### config.mk
export PLATFORM = sky130hd
export DESIGN_NAME = pair_skip_redirector
export DESIGN_NICKNAME = d
export VERILOG_FILES = /design/src/rtl/pskip_pkg.sv /design/src/rtl/pskip_table.sv /design/src/rtl/pskip_match.sv /design/src/rtl/pskip_steer.sv /design/src/rtl/pair_skip_redirector.sv
export SDC_FILE = /design/constraint.sdc
export NUM_CORES = 2
export LEC_CHECK = 0
export ABC_AREA = 1
export BUFFER_PORTS_ARGS = -buffer_cell sky130_fd_sc_hd__clkbuf_2
export CAP_MARGIN = 0
export CELL_PAD_IN_SITES_DETAIL_PLACEMENT = 0
export CELL_PAD_IN_SITES_GLOBAL_PLACEMENT = 2
export CORE_ASPECT_RATIO = 0.9
export CORE_MARGIN = 1.5
export CORE_UTILIZATION = 35
export DETAILED_ROUTE_END_ITERATION = 8
export PLACE_DENSITY = 0.91
export SETUP_SLACK_MARGIN = 0.4
export SYNTH_ARGS = -nofsm -noshare
export SYNTH_HDL_FRONTEND = slang
export SYNTH_SLANG_ARGS = --single-unit
### constraint.sdc
create_clock -name clk -period 11.2 [get_ports clk]
set_input_delay 2.24 -clock clk [delete_from_list [all_inputs] [get_ports clk]]
set_output_delay 2.24 -clock clk [all_outputs]
set_load 0.01 [all_outputs]
### src/rtl/pskip_pkg.sv
// Shared widths and the pair-table entry type for the fetch redirector.
// Assumes 16-bit instructions packed two per 32-bit fetch word.
package pskip_pkg;
    localparam int unsigned ADDR_W = 16;
    localparam int unsigned DATA_W = 32;
    localparam int unsigned REG_W  = 4;
    localparam int unsigned SIZE_W = 4;
    localparam int unsigned INSN_W = 16;

    typedef struct packed {
        logic              valid;
        logic              ends_branch;
        logic [SIZE_W-1:0] size;
        logic [ADDR_W-1:0] start;
        logic [ADDR_W-1:0] target;
        logic [DATA_W-1:0] result;
        logic [REG_W-1:0]  dest;
    } pair_ent_t;
endpackage

### src/rtl/pskip_table.sv
// Pair table storage. Holds ENTRIES entries in flops.
// Assumes writes are only meaningful while the block is disabled; writes
// presented while enabled are dropped.
module pskip_table
    import pskip_pkg::*;
#(
    parameter int unsigned ENTRIES = 16,
    localparam int unsigned IDX_W  = $clog2(ENTRIES)
) (
    input  logic                      clk,
    input  logic                      rst_n,
    input  logic                      accel_en,
    input  logic                      wr_en,
    input  logic [IDX_W-1:0]          wr_idx,
    input  pair_ent_t                 wr_ent,
    output pair_ent_t [ENTRIES-1:0]   ents
);
    pair_ent_t [ENTRIES-1:0] ents_q;

    // Store one entry per accepted write; reset invalidates everything.
    always_ff @(posedge clk) begin
        if (!rst_n) begin
            ents_q <= '0;
        end else if (wr_en && !accel_en) begin
            ents_q[wr_idx] <= wr_ent;
        end
    end

    assign ents = ents_q;

    // contents frozen across any cycle in which the block is enabled
    a_r10_frozen_when_enabled: assert property (
        @(posedge clk) disable iff (!rst_n)
        accel_en |=> $stable(ents_q)
    );
endmodule

### src/rtl/pskip_match.sv
// Compares the registered PC with every valid entry's start address and
// picks the lowest-index match. Purely combinational.
module pskip_match
    import pskip_pkg::*;
#(
    parameter int unsigned ENTRIES = 16
) (
    input  logic                      clk,
    input  logic                      rst_n,
    input  logic                      accel_en,
    input  logic [ADDR_W-1:0]         pc,
    input  pair_ent_t [ENTRIES-1:0]   ents,
    output logic                      hit,
    output logic                      hit_branch,
    output logic [SIZE_W-1:0]         hit_size,
    output logic [ADDR_W-1:0]         hit_target,
    output logic [DATA_W-1:0]         hit_result,
    output logic [REG_W-1:0]          hit_dest
);
    logic [ENTRIES-1:0] raw;
    pair_ent_t          sel;
    logic [ADDR_W-1:0]  sel_start;

    // One comparator per entry.
    for (genvar i = 0; i < ENTRIES; i++) begin : g_cmp
        assign raw[i] = ents[i].valid && (ents[i].start == pc);
    end

    // Priority select: scanning downwards leaves the lowest index in place.
    always_comb begin
        sel = '0;
        for (int i = ENTRIES - 1; i >= 0; i--) begin
            if (raw[i]) sel = ents[i];
        end
    end

    assign hit        = accel_en && (|raw);
    assign hit_branch = sel.ends_branch;
    assign hit_size   = sel.size;
    assign hit_target = sel.target;
    assign hit_result = sel.result;
    assign hit_dest   = sel.dest;
    assign sel_start  = sel.start;

    // a reported hit always comes from a valid entry starting at pc
    a_r2_hit_is_valid_start: assert property (
        @(posedge clk) disable iff (!rst_n)
        hit |-> (sel.valid && sel_start == pc)
    );
endmodule

### src/rtl/pskip_steer.sv
// Forms the redirect address, drives the second memory port, selects the
// fetch word and halfword, and applies the PC overrides on a hit.
// Assumes memory read data arrives in the same cycle as its address.
module pskip_steer
    import pskip_pkg::*;
(
    input  logic               hit,
    input  logic               hit_branch,
    input  logic [SIZE_W-1:0]  hit_size,
    input  logic [ADDR_W-1:0]  hit_target,
    input  logic [DATA_W-1:0]  hit_result,
    input  logic [REG_W-1:0]   hit_dest,
    input  logic [ADDR_W-1:0]  pc,
    input  logic [ADDR_W-1:0]  core_pc_d,
    input  logic [ADDR_W-1:0]  core_npc_d,
    input  logic [DATA_W-1:0]  mem_a_rdata,
    input  logic [DATA_W-1:0]  mem_b_rdata,
    output logic [ADDR_W-1:0]  mem_b_addr,
    output logic [DATA_W-1:0]  fetch_word,
    output logic [INSN_W-1:0]  fetch_instr,
    output logic [ADDR_W-1:0]  pc_d,
    output logic [ADDR_W-1:0]  npc_d,
    output logic [DATA_W-1:0]  pair_result,
    output logic [REG_W-1:0]   pair_dest
);
    localparam logic [ADDR_W-1:0] STEP = ADDR_W'(2);

    logic [ADDR_W-1:0] redir;
    logic [ADDR_W-1:0] fetch_addr;

    // Successor of the pair: branch target or the fall-through address.
    always_comb begin
        if (hit_branch) redir = hit_target;
        else            redir = pc + {{(ADDR_W-SIZE_W){1'b0}}, hit_size};
    end

    // Port steering and PC overrides.
    always_comb begin
        mem_b_addr  = hit ? redir : pc;
        fetch_addr  = hit ? redir : pc;
        fetch_word  = hit ? mem_b_rdata : mem_a_rdata;
        pc_d        = hit ? redir + STEP : core_pc_d;
        npc_d       = hit ? redir + STEP + STEP : core_npc_d;
        pair_result = hit ? hit_result : '0;
        pair_dest   = hit ? hit_dest : '0;
    end

    // Halfword select by address bit 1.
    always_comb begin
        if (fetch_addr[1]) fetch_instr = fetch_word[DATA_W-1 -: INSN_W];
        else               fetch_instr = fetch_word[INSN_W-1:0];
    end
endmodule

### src/rtl/pair_skip_redirector.sv
// Top of the instruction-pair skip fetch redirector: table, matcher and
// steering. Assumes pc is the core's registered PC and that the caller
// only writes the table while accel_en is low.
module pair_skip_redirector
    import pskip_pkg::*;
#(
    parameter int unsigned ENTRIES = 16,
    localparam int unsigned IDX_W  = $clog2(ENTRIES)
) (
    input  logic               clk,
    input  logic               rst_n,
    input  logic               accel_en,
    input  logic               tbl_we,
    input  logic [IDX_W-1:0]   tbl_idx,
    input  logic               tbl_valid,
    input  logic               tbl_branch,
    input  logic [SIZE_W-1:0]  tbl_size,
    input  logic [ADDR_W-1:0]  tbl_start,
    input  logic [ADDR_W-1:0]  tbl_target,
    input  logic [DATA_W-1:0]  tbl_result,
    input  logic [REG_W-1:0]   tbl_dest,
    input  logic [ADDR_W-1:0]  pc,
    input  logic [ADDR_W-1:0]  core_pc_d,
    input  logic [ADDR_W-1:0]  core_npc_d,
    input  logic [DATA_W-1:0]  mem_a_rdata,
    input  logic [DATA_W-1:0]  mem_b_rdata,
    output logic               invoke,
    output logic [ADDR_W-1:0]  mem_b_addr,
    output logic [DATA_W-1:0]  fetch_word,
    output logic [INSN_W-1:0]  fetch_instr,
    output logic [ADDR_W-1:0]  pc_d,
    output logic [ADDR_W-1:0]  npc_d,
    output logic [DATA_W-1:0]  pair_result,
    output logic [REG_W-1:0]   pair_dest
);
    pair_ent_t               wr_ent;
    pair_ent_t [ENTRIES-1:0] ents;
    logic                    hit_branch;
    logic [SIZE_W-1:0]       hit_size;
    logic [ADDR_W-1:0]       hit_target;
    logic [DATA_W-1:0]       hit_result;
    logic [REG_W-1:0]        hit_dest;

    // Assemble the write-port fields into one entry.
    always_comb begin
        wr_ent.valid       = tbl_valid;
        wr_ent.ends_branch = tbl_branch;
        wr_ent.size        = tbl_size;
        wr_ent.start       = tbl_start;
        wr_ent.target      = tbl_target;
        wr_ent.result      = tbl_result;
        wr_ent.dest        = tbl_dest;
    end

    pskip_table #(.ENTRIES(ENTRIES)) u_table (
        .clk(clk), .rst_n(rst_n), .accel_en(accel_en),
        .wr_en(tbl_we), .wr_idx(tbl_idx), .wr_ent(wr_ent), .ents(ents)
    );

    pskip_match #(.ENTRIES(ENTRIES)) u_match (
        .clk(clk), .rst_n(rst_n), .accel_en(accel_en), .pc(pc), .ents(ents),
        .hit(invoke), .hit_branch(hit_branch), .hit_size(hit_size),
        .hit_target(hit_target), .hit_result(hit_result), .hit_dest(hit_dest)
    );

    pskip_steer u_steer (
        .hit(invoke), .hit_branch(hit_branch), .hit_size(hit_size),
        .hit_target(hit_target), .hit_result(hit_result), .hit_dest(hit_dest),
        .pc(pc), .core_pc_d(core_pc_d), .core_npc_d(core_npc_d),
        .mem_a_rdata(mem_a_rdata), .mem_b_rdata(mem_b_rdata),
        .mem_b_addr(mem_b_addr), .fetch_word(fetch_word),
        .fetch_instr(fetch_instr), .pc_d(pc_d), .npc_d(npc_d),
        .pair_result(pair_result), .pair_dest(pair_dest)
    );

    // disabled block never invokes
    a_r9_quiet_when_disabled: assert property (
        @(posedge clk) disable iff (!rst_n)
        !accel_en |-> !invoke
    );

    // fetch word comes from the second port exactly while invoking
    a_r6_fetch_from_b: assert property (
        @(posedge clk) disable iff (!rst_n)
        invoke |-> fetch_word == mem_b_rdata
    );

    // PC override lands two bytes past the second-port address
    a_r7_pc_follows_b_addr: assert property (
        @(posedge clk) disable iff (!rst_n)
        invoke |-> (pc_d == mem_b_addr + ADDR_W'(2) && npc_d == pc_d + ADDR_W'(2))
    );

    // no override without a hit
    a_r7_pass_through: assert property (
        @(posedge clk) disable iff (!rst_n)
        !invoke |-> (pc_d == core_pc_d && npc_d == core_npc_d && fetch_word == mem_a_rdata)
    );
endmodule

==> out/metrics.csv <==
metric,value,unit
r2r setup slk,10470,ps
Post-Syn Instances,7890,
FF-to-FF End,u_table.ents[202],
full die area,160000,µm²
root buf cell,clkbuf_16,
Post-synth EDFFs,0,
Fin. Hold Viols,0,
H-tree levels,4,
Worst EP arrival,8220,ps
CP startpoint,pc[13],
cell mode on critical path,nand2_1,
1st-iter DRT viols,5199,
Worst path slowest cell,a221oi_1,
post-synthesis sequential area ratio,43.1,%
final setup fails,0,
CTS tree,done,
clock sinks,1184,
Final #Nets,8015,
Setup CP Type,input port to output pin,
Final Wtd Congestion,0.915,
"Top FF cell, synth",dfxtp_1,
clock latency on the worst-skew pair,760,ps
cts hold-fix bufs,0,
Power Density,148,nW/µm²
first-pass GRT wire length,320,mm
Slew Limit Fails,0,
drt total wl,213,mm
Clock Pin Slew Worst Setup and Hold Paths,60,ps
Yosys cell types,53,
reg-to-reg startpoint,u_table.ents[202],
DRT Pass-1 Iters,8,
DP Wirelength,132,mm
core area,156000,µm²
CTS Buf Count,135,
Async SR Flop Fraction,0,%
Hold/Removal Path Class,register to register,
share of cells above drive strength 1,11.0,%
setup TNS,0,ps
status,finished clean,
peak supply drop,0.122,mV
Post-Syn Nets,8092,
I/O pins,327,
Slew headroom,17.3,%
RSZ-0062 raised after global routing,yes,
GRT Util Overall,25.7,%
Yosys reg bits,1184,
pre-CTS setup slack,204,ps
Startpoint Class,input port,
worst path required time,8960,ps
fmax,95.6,MHz
initial antenna violation count,19,
Routed Antenna Nets,0,
max_cap viols,0,
starting density of the core,35.4,%
die height,379,µm
IO Port Bufs,326,
period utilisation layout,93.4,%
maximum clock path buffer count,3,
die width,421,µm
crit path to,npc_d[15],
wire length per cell,21.3,µm
row count,137,
"Avg Cell Area, Syn",6.98,µm²
Final min period,10460,ps
setup ws final,742,ps
Register-to-Register Path Depth,2,
CP peak stage delay,530,ps
gr ovfl total,0,
Static Leakage,23.6,nW
routed vias,53745,
Final Skew,0,ps
Slew @ Worst Pin,1240,ps
CP endpoint kind,output pin,
Layout area overhead,13.7,%
Syn. warnings,0,
vias in the first global route,49025,
maximum fanout along the worst path,37,
Largest register FFs,1184,
DR DRC count,0,
Via density,5.37,
cell area after synthesis,55000,µm²
largest net degree at the start of global routing,218,
cells in the final DEF, fill, tap and decap left out, types with 12 or more instances in the layout:
master and count:
clkinv_2 22, nor2_1 1006, o211ai_1 90, clkbuf_8 29
inv_2 22, nand3_1 179, nor3_1 23, inv_1 740
nand2_2 12, nor2_4 17, nand3_2 16, xnor2_1 14
a221oi_1 90, dfxtp_1 1184, o21ai_1 13, o21ai_0 1426
nor4_1 13, buf_4 158, nand2_1 829, a21oi_1 1157
xor2_1 86, o221ai_1 42, clkbuf_1 27, o2111ai_1 14
clkbuf_2 321, nand4_1 18, mux2_2 16, clkbuf_16 139
o22ai_1 66
final cells by class:
class | instances | area [µm²]
Fill cell | 16288 | 93000
Clock buffer | 194 | 3950
Antenna cell | 10 | 25.0
Sequential cell | 1184 | 23700
Inverter | 780 | 2970
Clock inverter | 37 | 393
Multi-Input combinational cell | 5214 | 25900
Timing Repair Buffer | 498 | 3080
Tap cell | 2085 | 2610
metrics by stage:
step / power (mW) / cell area, µm² / hold WS, ps / instances / utilization, %
floorplan: 4.70 / 55000 / 420 / 7890 / -
global placement: 4.94 / 57800 / 429 / 9742 / 37.1
detailed placement: 4.95 / 57800 / 433 / 9742 / 37.1
CTS: 9.33 / 62100 / 442 / 9973 / 39.9
global route: 9.57 / 62600 / 455 / 9998 / 40.2
finish: 9.28 / 62600 / 441 / 10002 / 40.2
what timing repair did:
item	4_1_cts	5_1_grt
gates cloned	0	1
setup buffers	0	18
endpoints found under the setup margin	5	19
hold endpoints to repair	0	0
gates resized for setup	7	75
pin swaps	0	16
worst min-delay path by stage:
stage	endpoint	cells after the start	startpoint	slack, ps
2_1_floorplan	u_table.ents[665]	2	u_table.ents[665]	420
3_3_place_gp	u_table.ents[102]	2	u_table.ents[102]	430
3_5_place_dp	u_table.ents[101]	2	u_table.ents[101]	430
4_1_cts	u_table.ents[144]	2	u_table.ents[144]	440
5_1_grt	u_table.ents[937]	2	u_table.ents[937]	450
6_report	u_table.ents[125]	2	u_table.ents[125]	440
cell usage after synthesis (11+ instances only):
cell type / count / area, µm²
inv_2: 24 / 90.1
mux2_2: 16 / 180
nand4_1: 18 / 113
inv_1: 751 / 2820
o2111ai_1: 14 / 123
nor4_1: 16 / 100
a221oi_1: 95 / 832
nor2_1: 1017 / 3820
o21ai_0: 1431 / 7160
o22ai_1: 66 / 413
buf_2: 48 / 240
buf_1: 33 / 124
xnor2_1: 15 / 131
nor2_2: 11 / 68.8
clkbuf_1: 590 / 2210
nand3_1: 190 / 951
nor3_1: 27 / 135
dfxtp_1: 1184 / 23700
buf_6: 11 / 124
nand2_1: 840 / 3150
o221ai_1: 43 / 377
a21oi_1: 1163 / 5820
xor2_1: 87 / 762
buf_4: 30 / 225
o211ai_1: 90 / 676
where the power goes:
part           switching (mW)  internal (mW)
sequential             0.0241           4.27
combinational           0.425          0.161
clock                    1.89           2.51
cell families after synthesis:
family	Yosys count	synth area share (%)
AO/OA/AOI/OAI	2930	28.4
XOR/XNOR	102	1.62
adder cells (fa/ha/maj)	8	0.195
buffers and inverters	1492	10.7
flip-flops	1184	43.1
multiplexers	16	0.327
AND/OR/NAND/NOR	2158	15.8
routing by layer:
metal / GRT usage (%) / vias up / share of wire [%]
met5: 0 / - / 0.011
met4: 7.58 / 4 / 2.8
met3: 4.22 / 350 / 7.3
met2: 40.5 / 1938 / 44
met1: 35.9 / 25439 / 46
li1: - / 26014 / -
critical path, delay by kind of cell:
family | cells | cell delay, ps
buffers and inverters | 11 | 1790
AO/OA/AOI/OAI | 10 | 2090
adder cells (fa/ha/maj) | 1 | 300
XOR/XNOR | 1 | 140
AND/OR/NAND/NOR | 13 | 1640
Note: power is estimated with default switching activity, not from simulation.
